## config.mk

```make
export PLATFORM = sky130hd
export DESIGN_NAME = al_post_delay
export DESIGN_NICKNAME = d
export VERILOG_FILES = /design/src/rtl/al_pkg.sv /design/src/rtl/al_cfg_hold.sv /design/src/rtl/al_cmd_line.sv /design/src/rtl/al_pulse_line.sv /design/src/rtl/al_post_delay.sv
export SDC_FILE = /design/constraint.sdc
export NUM_CORES = 1
export LEC_CHECK = 0
export ABC_AREA = 1
export BUFFER_PORTS_ARGS = -buffer_cell sky130_fd_sc_hd__buf_4
export CORE_MARGIN = 2
export CORE_UTILIZATION = 40
export CTS_BUF_LIST = sky130_fd_sc_hd__clkbuf_16
export DETAILED_ROUTE_END_ITERATION = 10
export SYNTH_ARGS = -nofsm -noshare
export SYNTH_HDL_FRONTEND = slang
export SYNTH_HIERARCHICAL = 1
export SYNTH_SLANG_ARGS = --single-unit
```

## constraint.sdc

```tcl
create_clock -name clk -period 7.4 [get_ports clk]
set_input_delay 1.48 -clock clk [delete_from_list [all_inputs] [get_ports clk]]
set_output_delay 1.48 -clock clk [all_outputs]
set_load 0.03 [all_outputs]
```

## src/rtl/al_pkg.sv

```systemverilog
package al_pkg;
  // width of every latency value inside the block
  localparam int LAT_W = 6;
  // command type bit positions
  localparam int CMD_WR_BIT = 1;
  localparam int CMD_AP_BIT = 0;

  typedef logic [LAT_W-1:0] lat_t;

  // limit a latency setting to the deepest supported value
  function automatic lat_t lat_clamp(input lat_t v, input lat_t lim);
    return (v > lim) ? lim : v;
  endfunction

  // additive latency from the 2-bit code; reserved code yields zero
  function automatic lat_t al_decode(input logic [1:0] code, input lat_t cl);
    lat_t r;
    unique case (code)
      2'b01:   r = (cl >= lat_t'(1)) ? cl - lat_t'(1) : '0;
      2'b10:   r = (cl >= lat_t'(2)) ? cl - lat_t'(2) : '0;
      default: r = '0;
    endcase
    return r;
  endfunction
endpackage

```

## src/rtl/al_cfg_hold.sv

```systemverilog
module al_cfg_hold
  import al_pkg::*;
#(
  parameter int CL_W    = 4,
  parameter int MAX_CL  = 14,
  parameter int MAX_CWL = 10
) (
  input  logic            clk,
  input  logic            rst_n,
  input  logic            busy_i,
  input  logic [1:0]      code_i,
  input  logic [CL_W-1:0] cl_i,
  input  logic [CL_W-1:0] cwl_i,
  output lat_t            al_o,
  output lat_t            rl_o,
  output lat_t            wl_o,
  output logic            err_o
);
  logic [1:0]      code_q, code_eff;
  logic [CL_W-1:0] cl_q, cl_eff, cwl_q, cwl_eff;
  lat_t            cl_lim, cwl_lim;

  // live settings while idle, frozen copy while anything is in flight
  assign code_eff = busy_i ? code_q : code_i;
  assign cl_eff   = busy_i ? cl_q   : cl_i;
  assign cwl_eff  = busy_i ? cwl_q  : cwl_i;

  always_ff @(posedge clk) begin
    if (!rst_n) begin
      code_q <= '0;
      cl_q   <= '0;
      cwl_q  <= '0;
    end else begin
      code_q <= code_eff;
      cl_q   <= cl_eff;
      cwl_q  <= cwl_eff;
    end
  end

  assign cl_lim  = lat_clamp(lat_t'(cl_eff),  lat_t'(MAX_CL));
  assign cwl_lim = lat_clamp(lat_t'(cwl_eff), lat_t'(MAX_CWL));
  assign err_o   = (code_eff == 2'b11);
  assign al_o    = al_decode(code_eff, cl_lim);
  assign rl_o    = al_o + cl_lim;
  assign wl_o    = al_o + cwl_lim;


  err_al_zero_chk: assert property (@(posedge clk) disable iff (!rst_n)
    err_o |-> (al_o == '0));


  cfg_frozen_chk: assert property (@(posedge clk) disable iff (!rst_n)
    busy_i |-> ($stable(al_o) && $stable(rl_o) && $stable(wl_o)));
endmodule

```

## src/rtl/al_cmd_line.sv

```systemverilog
module al_cmd_line
  import al_pkg::*;
#(
  parameter int DEPTH = 13,
  parameter int PW    = 19
) (
  input  logic          clk,
  input  logic          rst_n,
  input  logic          in_valid,
  input  logic [PW-1:0] in_pl,
  input  lat_t          tap,
  output logic          out_valid,
  output logic [PW-1:0] out_pl,
  output logic          busy_o
);
  logic          vld [DEPTH+1];
  logic [PW-1:0] pl  [DEPTH+1];

  assign vld[0] = in_valid;
  assign pl[0]  = in_pl;

  for (genvar k = 1; k <= DEPTH; k++) begin : g_stage
    always_ff @(posedge clk) begin
      if (!rst_n) begin
        vld[k] <= 1'b0;
        pl[k]  <= '0;
      end else begin
        vld[k] <= vld[k-1];
        pl[k]  <= pl[k-1];
      end
    end
  end

  always_comb begin
    out_valid = 1'b0;
    out_pl    = '0;
    busy_o    = 1'b0;
    for (int i = 0; i <= DEPTH; i++) begin
      if (tap == lat_t'(i) && vld[i]) begin
        out_valid = 1'b1;
        out_pl    = pl[i];
      end
      if (i > 0) busy_o = busy_o | vld[i];
    end
  end
endmodule

```

## src/rtl/al_pulse_line.sv

```systemverilog
module al_pulse_line
  import al_pkg::*;
#(
  parameter int DEPTH = 27
) (
  input  logic clk,
  input  logic rst_n,
  input  logic in_pulse,
  input  lat_t tap,
  output logic out_pulse,
  output logic busy_o
);
  logic [DEPTH:0] sr;

  assign sr[0] = in_pulse;

  for (genvar k = 1; k <= DEPTH; k++) begin : g_bit
    always_ff @(posedge clk) begin
      if (!rst_n) sr[k] <= 1'b0;
      else        sr[k] <= sr[k-1];
    end
  end

  always_comb begin
    out_pulse = 1'b0;
    for (int i = 0; i <= DEPTH; i++)
      if (tap == lat_t'(i)) out_pulse = sr[i];
  end

  assign busy_o = |sr[DEPTH:1];
endmodule

```

## src/rtl/al_post_delay.sv

```systemverilog
module al_post_delay
  import al_pkg::*;
#(
  parameter int CL_W    = 4,
  parameter int ADDR_W  = 14,
  parameter int BANK_W  = 3,
  parameter int MAX_CL  = 14,
  parameter int MAX_CWL = 10
) (
  input  logic              clk,
  input  logic              rst_n,
  input  logic              cmd_valid_i,
  input  logic [1:0]        cmd_type_i,
  input  logic [ADDR_W-1:0] cmd_addr_i,
  input  logic [BANK_W-1:0] cmd_bank_i,
  input  logic [1:0]        al_code_i,
  input  logic [CL_W-1:0]   cl_i,
  input  logic [CL_W-1:0]   cwl_i,
  output logic              int_valid_o,
  output logic [1:0]        int_type_o,
  output logic [ADDR_W-1:0] int_addr_o,
  output logic [BANK_W-1:0] int_bank_o,
  output logic              rd_due_o,
  output logic              wr_due_o,
  output logic              al_err_o
);
  localparam int MAX_AL = MAX_CL - 1;
  localparam int MAX_RL = MAX_AL + MAX_CL;
  localparam int MAX_WL = MAX_AL + MAX_CWL;
  localparam int PW     = 2 + BANK_W + ADDR_W;
  localparam int IW     = $clog2(MAX_RL + 2) + 1;

  lat_t          al, rl, wl;
  logic          busy, cmd_busy, rd_busy, wr_busy;
  logic          rd_in, wr_in;
  logic [PW-1:0] pl_out;

  assign rd_in = cmd_valid_i & ~cmd_type_i[CMD_WR_BIT];
  assign wr_in = cmd_valid_i &  cmd_type_i[CMD_WR_BIT];
  assign busy  = cmd_busy | rd_busy | wr_busy;

  al_cfg_hold #(.CL_W(CL_W), .MAX_CL(MAX_CL), .MAX_CWL(MAX_CWL)) u_cfg (
    .clk(clk), .rst_n(rst_n), .busy_i(busy),
    .code_i(al_code_i), .cl_i(cl_i), .cwl_i(cwl_i),
    .al_o(al), .rl_o(rl), .wl_o(wl), .err_o(al_err_o)
  );

  al_cmd_line #(.DEPTH(MAX_AL), .PW(PW)) u_cmd (
    .clk(clk), .rst_n(rst_n),
    .in_valid(cmd_valid_i), .in_pl({cmd_type_i, cmd_bank_i, cmd_addr_i}),
    .tap(al), .out_valid(int_valid_o), .out_pl(pl_out), .busy_o(cmd_busy)
  );

  assign {int_type_o, int_bank_o, int_addr_o} = pl_out;

  al_pulse_line #(.DEPTH(MAX_RL)) u_rd (
    .clk(clk), .rst_n(rst_n), .in_pulse(rd_in), .tap(rl),
    .out_pulse(rd_due_o), .busy_o(rd_busy)
  );

  al_pulse_line #(.DEPTH(MAX_WL)) u_wr (
    .clk(clk), .rst_n(rst_n), .in_pulse(wr_in), .tap(wl),
    .out_pulse(wr_due_o), .busy_o(wr_busy)
  );

  // in-flight tallies, kept only for the properties below
  logic [IW-1:0] cmd_cnt_q, rd_cnt_q, wr_cnt_q;

  always_ff @(posedge clk) begin
    if (!rst_n) begin
      cmd_cnt_q <= '0;
      rd_cnt_q  <= '0;
      wr_cnt_q  <= '0;
    end else begin
      cmd_cnt_q <= cmd_cnt_q + IW'(cmd_valid_i) - IW'(int_valid_o);
      rd_cnt_q  <= rd_cnt_q  + IW'(rd_in) - IW'(rd_due_o);
      wr_cnt_q  <= wr_cnt_q  + IW'(wr_in) - IW'(wr_due_o);
    end
  end


  zero_al_pass_chk: assert property (@(posedge clk) disable iff (!rst_n)
    (al == '0) |-> (int_valid_o == cmd_valid_i));


  no_cmd_loss_chk: assert property (@(posedge clk) disable iff (!rst_n)
    int_valid_o |-> (cmd_cnt_q != '0 || cmd_valid_i));


  rd_due_src_chk: assert property (@(posedge clk) disable iff (!rst_n)
    rd_due_o |-> (rd_cnt_q != '0 || rd_in));


  wr_due_src_chk: assert property (@(posedge clk) disable iff (!rst_n)
    wr_due_o |-> (wr_cnt_q != '0 || wr_in));


  reset_quiet_chk: assert property (@(posedge clk) disable iff (!rst_n)
    $rose(rst_n) |-> (!rd_due_o && !wr_due_o && (int_valid_o == cmd_valid_i || al != '0)));
endmodule

```

======== Yosys cells after proc, flatten, opt, wreduce, memory -nomap -nowiden ========
Cells that the tools add are included.
word-level totals
  flip-flop bits (word level) ............. 320
  latch bits .............................. 0
  bits in writable memories ............... 0
  ROM bits ................................ 0
  input port bits ......................... 32
  word-level logic and storage cells ...... 277
  memories ................................ 0
cells by class
  add/subtract/negate cells ............... 4
  $mul .................................... 0
  div/mod/pow operators ................... 0
  order comparisons ....................... 4
  equality and inequality tests ........... 66
  shifts and indexed selects .............. 0
  mux-type cells .......................... 88
  bitwise logic cells ..................... 17
  reduce and logical (&&, ||, !) cells .... 19
operator list
  operator                                                                number
  19-bit 2-to-1 mux                                                       14
  6-bit by 4-bit == test with 1-bit output (second input constant)        22
  6-bit by 5-bit == test with 1-bit output (second input constant)        20
  6-bit by 3-bit == test with 1-bit output (second input constant)        12
  1-bit 2-to-1 mux                                                        66
  6-bit by 2-bit == test with 1-bit output (second input constant)        6
  27-bit OR reduction                                                     1
  23-bit OR reduction                                                     1
  6-bit by 1-bit == test with 1-bit output (second input constant)        3
  6-bit logical NOT                                                       3
  4-bit 2-to-1 mux                                                        4
  1-bit logical AND                                                       14
  1-bit bitwise OR                                                        14
  6-bit adder                                                             2
  6-bit 2-to-1 mux                                                        2
  6-bit one-hot mux with 2 select lines                                   1
  4-bit > comparator (second input constant)                              2
  6-bit by 1-bit >= comparator with 1-bit output (second input constant)  1
  6-bit by 2-bit >= comparator with 1-bit output (second input constant)  1
  6-bit by 1-bit subtractor with 6-bit output (second input constant)     1
  6-bit by 2-bit subtractor with 6-bit output (second input constant)     1
  2-bit == test (second input constant)                                   2
  1-bit bitwise AND                                                       2
  2-bit by 1-bit == test with 1-bit output (second input constant)        1
  2 further kinds                                                         2

======== Longest topological paths before layout ========
  word-level depth ........................ 50
  gate-level depth with buffers ........... 44
  gate-level depth less buffers ........... 44

======== By module ========
Netlist, hierarchy kept.
modules (own cells, without submodules)
  module                 times used  cells an instance  area each (µm²)  seq. area each (µm²)
  al_cmd_line            1           1,277              9,636.7          5,205.0
  al_pulse_line at u_rd  1           186                1,268.7          540.5
  al_cfg_hold            1           148                1,117.3          200.2
  al_pulse_line at u_wr  1           157                1,068.5          460.4
  al_post_delay          1           7                  28.8             0.0

======== Worst setup path before layout ========
Ideal clock, no wire load.
  path type ............................... input to output
  start point ............................. in cl_i[1]
  end point ............................... out rd_due_o
  data arrival time ....................... 5,485 ps
  required time ........................... 5,920 ps
  setup slack ............................. 435 ps
  stages on the path ...................... 26
  path buffers ............................ 0
  path through ............................ nand2_1 nand2_1 inv_1 ha_1 ha_1 a21boi_4 nand2_1 a21oi_1 ha_1 nand3_1 nand3_1 xor2_1 inv_2 nor2_4 inv_2 or4_1 nand2_1 nand4_1 nand2_1 nand4_1 nor2_1 nand4_1 nand2_1 nand4_1 nand2_1 nand3_1
between the ends
  cells in the longest elaborated chain, start to end .. 36
ends and longest elaborated chain
  item                                                                 line                        text
  start: declaration                                                   al_post_delay.sv:17         input logic [CL_W-1:0] cl_i,
  4-bit 2-to-1 mux *                                                   al_cfg_hold.sv:25           assign cl_eff = busy_i ? cl_q : cl_i;
  via u_cfg.cl_eff[1]                                                  al_cfg_hold.sv:20           logic [CL_W-1:0] cl_q, cl_eff, cwl_q, cwl_eff;
  4-bit > comparator                                                   al_pkg.sv:12                return (v > lim) ? lim : v;
  4-bit 2-to-1 mux *                                                   al_pkg.sv:12
  6-bit by 2-bit subtractor with 6-bit output (tied with other cells)  al_pkg.sv:20                2'b10: r = (cl >= lat_t'(2)) ? cl - lat_t'(2) : '0;
  6-bit 2-to-1 mux (on tied branches)                                  al_pkg.sv:20, al_pkg.sv:19
  6-bit one-hot mux with 2 select lines *                              al_pkg.sv:18                unique case (code)
  via al[2]                                                            al_post_delay.sv:33         lat_t al, rl, wl;
  6-bit adder *                                                        al_cfg_hold.sv:44           assign rl_o = al_o + cl_lim;
  via rl[3]                                                            al_post_delay.sv:33
  6-bit logical NOT                                                    al_pulse_line.sv:27         if (tap == lat_t'(i)) out_pulse = sr[i];
  1-bit 2-to-1 mux (27 in a row)                                       al_pulse_line.sv:27
  1-bit 2-to-1 mux *                                                   al_pulse_line.sv:27
  end: declaration                                                     al_post_delay.sv:23         output logic rd_due_o,
The timed path passes the listed nets; every way through them passes the cells marked *.

======== Final worst setup path ========
  start point ............................. reg u_wr.sr[14]
  end point ............................... out rd_due_o
between the ends
  cells in the longest elaborated chain, start to end .. 38
ends and longest elaborated chain
  item                                                                 line                        text
  start: declaration                                                   al_pulse_line.sv:13         logic [DEPTH:0] sr;
  start signal: indexed assignment                                     al_pulse_line.sv:20         else sr[k] <= sr[k-1];
  23-bit OR reduction *                                                al_pulse_line.sv:30         assign busy_o = |sr[DEPTH:1];
  via wr_busy                                                          al_post_delay.sv:34         logic busy, cmd_busy, rd_busy, wr_busy;
  1-bit bitwise OR *                                                   al_post_delay.sv:40         assign busy = cmd_busy | rd_busy | wr_busy;
  via busy                                                             al_post_delay.sv:34
  4-bit 2-to-1 mux *                                                   al_cfg_hold.sv:25
  via u_cfg.cl_eff[1]                                                  al_cfg_hold.sv:20
  4-bit > comparator                                                   al_pkg.sv:12
  4-bit 2-to-1 mux *                                                   al_pkg.sv:12
  6-bit by 2-bit subtractor with 6-bit output (tied with other cells)  al_pkg.sv:20
  6-bit 2-to-1 mux (on tied branches)                                  al_pkg.sv:20, al_pkg.sv:19
  6-bit one-hot mux with 2 select lines *                              al_pkg.sv:18
  via al[0]                                                            al_post_delay.sv:33
  6-bit adder *                                                        al_cfg_hold.sv:44
  via rl[4]                                                            al_post_delay.sv:33
  6-bit logical NOT                                                    al_pulse_line.sv:27
  1-bit 2-to-1 mux (27 in a row)                                       al_pulse_line.sv:27
  1-bit 2-to-1 mux *                                                   al_pulse_line.sv:27
Marks and branches as above.

==> impl_summary.md <==
Setup path
STA classifies the critical path endpoint as an output pin. At the worst endpoint, the required time is 5920 ps. The category of the most critical setup path is reg -> out.

The critical path launch point type is a flip-flop. For this run, the slowest stage of the critical path takes 460 ps. Of all nets on the critical path, the largest fanout is 7.

In this design, the critical path's most frequently occurring cell is sky130_fd_sc_hd__nand2_1. Data on the critical path arrives at its endpoint at 5540 ps. Among all stages on the critical path, the largest delay is contributed by sky130_fd_sc_hd__or4_1.

Place
Including well taps, the total number of placed cells is 2227. The total half-perimeter wirelength after legalization and detailed placement is 18130 um. In this run the tool buffered the top-level ports with 54 buffer cells. The post-placement setup slack is 334.8 ps. The routability-driven placement congestion ratio is 0.8807.

STA
The final total negative setup slack is 0 ps. The actual slew at the worst max-slew pin is 961.6 ps. The number of max-slew violations in the final report was 0. Dividing the final minimum period by the clock period gives 0.9485.

The total of endpoints with negative setup slack in the final report is 0. The setup slack after layout is 380.9 ps. Setup repair after global routing could not meet its margin everywhere. The maximum achievable frequency is 0.1425 GHz.

Headroom to the max-slew limit came out at 0.3589. Clock skew on the completed layout was measured at 10.92 ps. The final critical-path required period is 7019 ps. The number of hold violations in the final report was 0.

Run
The number of violations of the max-capacitance limit is 0.

Clocking
The buffer type at the clock tree root is sky130_fd_sc_hd__clkbuf_16. For the worst-skew pair, the clock arrives at the later sink with an insertion delay of 510 ps. The number of buffers inserted during clock tree synthesis is 35.

The maximum level of the CTS H-tree is 2. After clock tree synthesis, the clock-pin slew on the worst setup and hold paths is 60 ps. CTS saw 320 sinks.

The clock tree from TritonCTS is built. The number of buffers on the longest clock path is 3.

Global route
For this run, global-route usage on met1 was measured as 0.2376. The busiest layer in global routing is met1. The first global-routing pass estimated 45060 um of wire. The met2 track utilization from global routing is 0.2358. The met3 track demand over resource is 0.02615. The number of global-route vias before repair came to 9198. The number of antenna violations at the first check in global routing is 0. The total grt overflow is 0.

The all-layer global routing usage is 0.1598. The largest net degree at the start of global routing is 163.

Synth
The area share of the leading cell type in the synthesized netlist is 0.4883. The count of different cell masters after synthesis is 53. The proportion of synthesized flip-flops having asynchronous set or reset is 0. Synthesis produced a netlist whose cell count is 1775. Counting flops with a built-in enable in the synthesized netlist gives 0. The main flop type after synthesis is sky130_fd_sc_hd__dfxtp_1. The library cell occupying the most area in the post-synthesis netlist is sky130_fd_sc_hd__dfxtp_1. The number of warnings printed during yosys synthesis is 6.

In this run, synthesis produced a sequential element count of 320. The cell area after synthesis is 0.01312 mm^2. Sorting the synthesized cells by area gives the leading types as sky130_fd_sc_hd__dfxtp_1, sky130_fd_sc_hd__nand2_1, sky130_fd_sc_hd__inv_1. Each instance of the synthesized netlist takes up on average 7.392 um^2. Counting instances in the post-synthesis netlist gives the leading cell types as sky130_fd_sc_hd__nand2_1, sky130_fd_sc_hd__inv_1, sky130_fd_sc_hd__dfxtp_1. Counting every net in the synthesized netlist gives 1826. For this run, the register share of the synthesized area comes to 0.4883. The most numerous cell in the Yosys netlist is sky130_fd_sc_hd__nand2_1.

Die
The full die area is 0.03427 mm^2. After floorplanning, the core was divided into 66 placement rows. The initial utilization of the core area, before any placement, comes to 0.4043.

In this run the standard cell core region covers 0.03245 mm^2. 55 I/O pins were placed. The die is 185.1 um wide. From bottom edge to top edge, the die measures 185.1 um.

Pwr
The total power is 4.234 mW. For this design the ratio of total power to cell area is 278.9 mW/mm^2. The largest vdd supply drop is 127.0 uV. For this design the static power due to leakage is 8.756 nW.

Route
In the routed design, unresolved DRC markers number 0. After the first detailed-routing iteration, the DRC count stood at 667. The first-pass iteration count of the detailed router is 4. Across all layers, the routed design uses 10020 vias. The via density per instance is 4.370. Once detail routing completed, the nets flagged for antenna violations numbered 0. The final layout contains routed wiring with a total length of 27060 um.

After detailed routing, the average wire length per cell comes to 11.80 um.

Cells and area
The share of layout cells above drive strength 1 is 0.1297. The number of nets at the end of the flow is 1877. The number of non-filler instances in the completed layout is 2292. The total inserted antenna cells is 0. The relative area change from synthesis to final layout is 15.72%.

Run status
The run finished with clean final reports.

Hold path
The path type of the worst min-delay path is reg -> reg.
==> worst max-delay path, delay by kind of cell (launching register included) <==
kind	cells	cell delay, ps
adders and majority gates	4	1070
and+or+nand+nor	22	2730
DFF	1	330
buffers and inverters	6	650
AOI/OAI and AO/OA	2	260
==> area by class of cell <==
| cell class | count | area [um^2] |
|---|---|---|
| fill | 3206 | 17270 |
| sequential | 320 | 6406 |
| multi-input combinational | 995 | 5082 |
| inverter | 405 | 1528 |
| clock buffer | 35 | 875.8 |
| timing repair buffer | 69 | 554.3 |
| tap | 442 | 553.0 |
| clock inverter | 26 | 182.7 |
==> kinds of logic (layout without fill, tap and decap cells) <==
family                     Yosys count  in the layout  share of synthesized area
xor gates and xnor gates             5              5                   0.003338
muxes                                3              3                   0.002289
AOI/OAI and AO/OA                   93             93                    0.05121
and+or+nand+nor                    875            875                     0.2968
adders and majority gates           19             19                    0.01926
DFF                                320            320                     0.4883
buffers and inverters              460            535                     0.1389
==> per-layer routing <==
layer  vias up  wire length (um)  share of wire
li1       5447                 -              -
met1      4404             14510           0.54
met2       128             11090           0.41
met3        36               942          0.035
met4         0               508          0.019
met5         -                 0              0
==> flip-flops by register name, indices dropped and copies added, names as in the netlist <==
signal,cells
u_rd/sr,27
u_cmd/pl,247
u_cfg/cl_q,4
u_cfg/cwl_q,4
u_cmd/vld,13
u_wr/sr,23
u_cfg/code_q,2
==> metrics by stage <==
step / utilization / hold slack, ps / cell area, um^2
6_report: 0.4678 / 413.7 / 15180
5_1_grt: 0.4678 / 424.4 / 15180
4_1_cts: 0.4607 / 404.8 / 14950
3_5_place_dp: 0.4278 / 411.3 / 13880
3_3_place_gp: 0.4278 / 408.0 / 13880
2_1_floorplan: - / 401.8 / 13120
==> final timing paths <==
check             slack [ps]  cells after the start              to           from
setup / recovery         380                     34        rd_due_o    u_wr/sr[14]
hold / removal           410                      2   u_cmd/pl[185]  u_cmd/pl[204]
setup reg to reg        5300                     10  u_cfg/cwl_q[3]    u_wr/sr[14]
hold reg to reg          410                      2   u_cmd/pl[185]  u_cmd/pl[204]
==> repair_timing <==
item	in CTS	in global routing
hold buffers	0	0
gates resized for setup	2	39
setup endpoints to repair	1	2
pin swaps	0	11
buffers inserted	0	4
==> power breakdown <==
| part | internal, mW | total, mW | switching, mW |
|---|---|---|---|
| clock network | 0.933 | 1.61 | 0.675 |
| logic | 0.276 | 0.867 | 0.592 |
| registers | 1.75 | 1.76 | 0.0112 |
==> cells in the final DEF (no fill, tap or decap), drive strengths merged, types with 35 or more instances in the layout <==
cell type,n
nand2,611
nand4,59
nor2,94
dfxtp,320
clkbuf,35
inv,411
nand3,67
buf,69
a21oi,37
(Power assumes the default switching activity.)
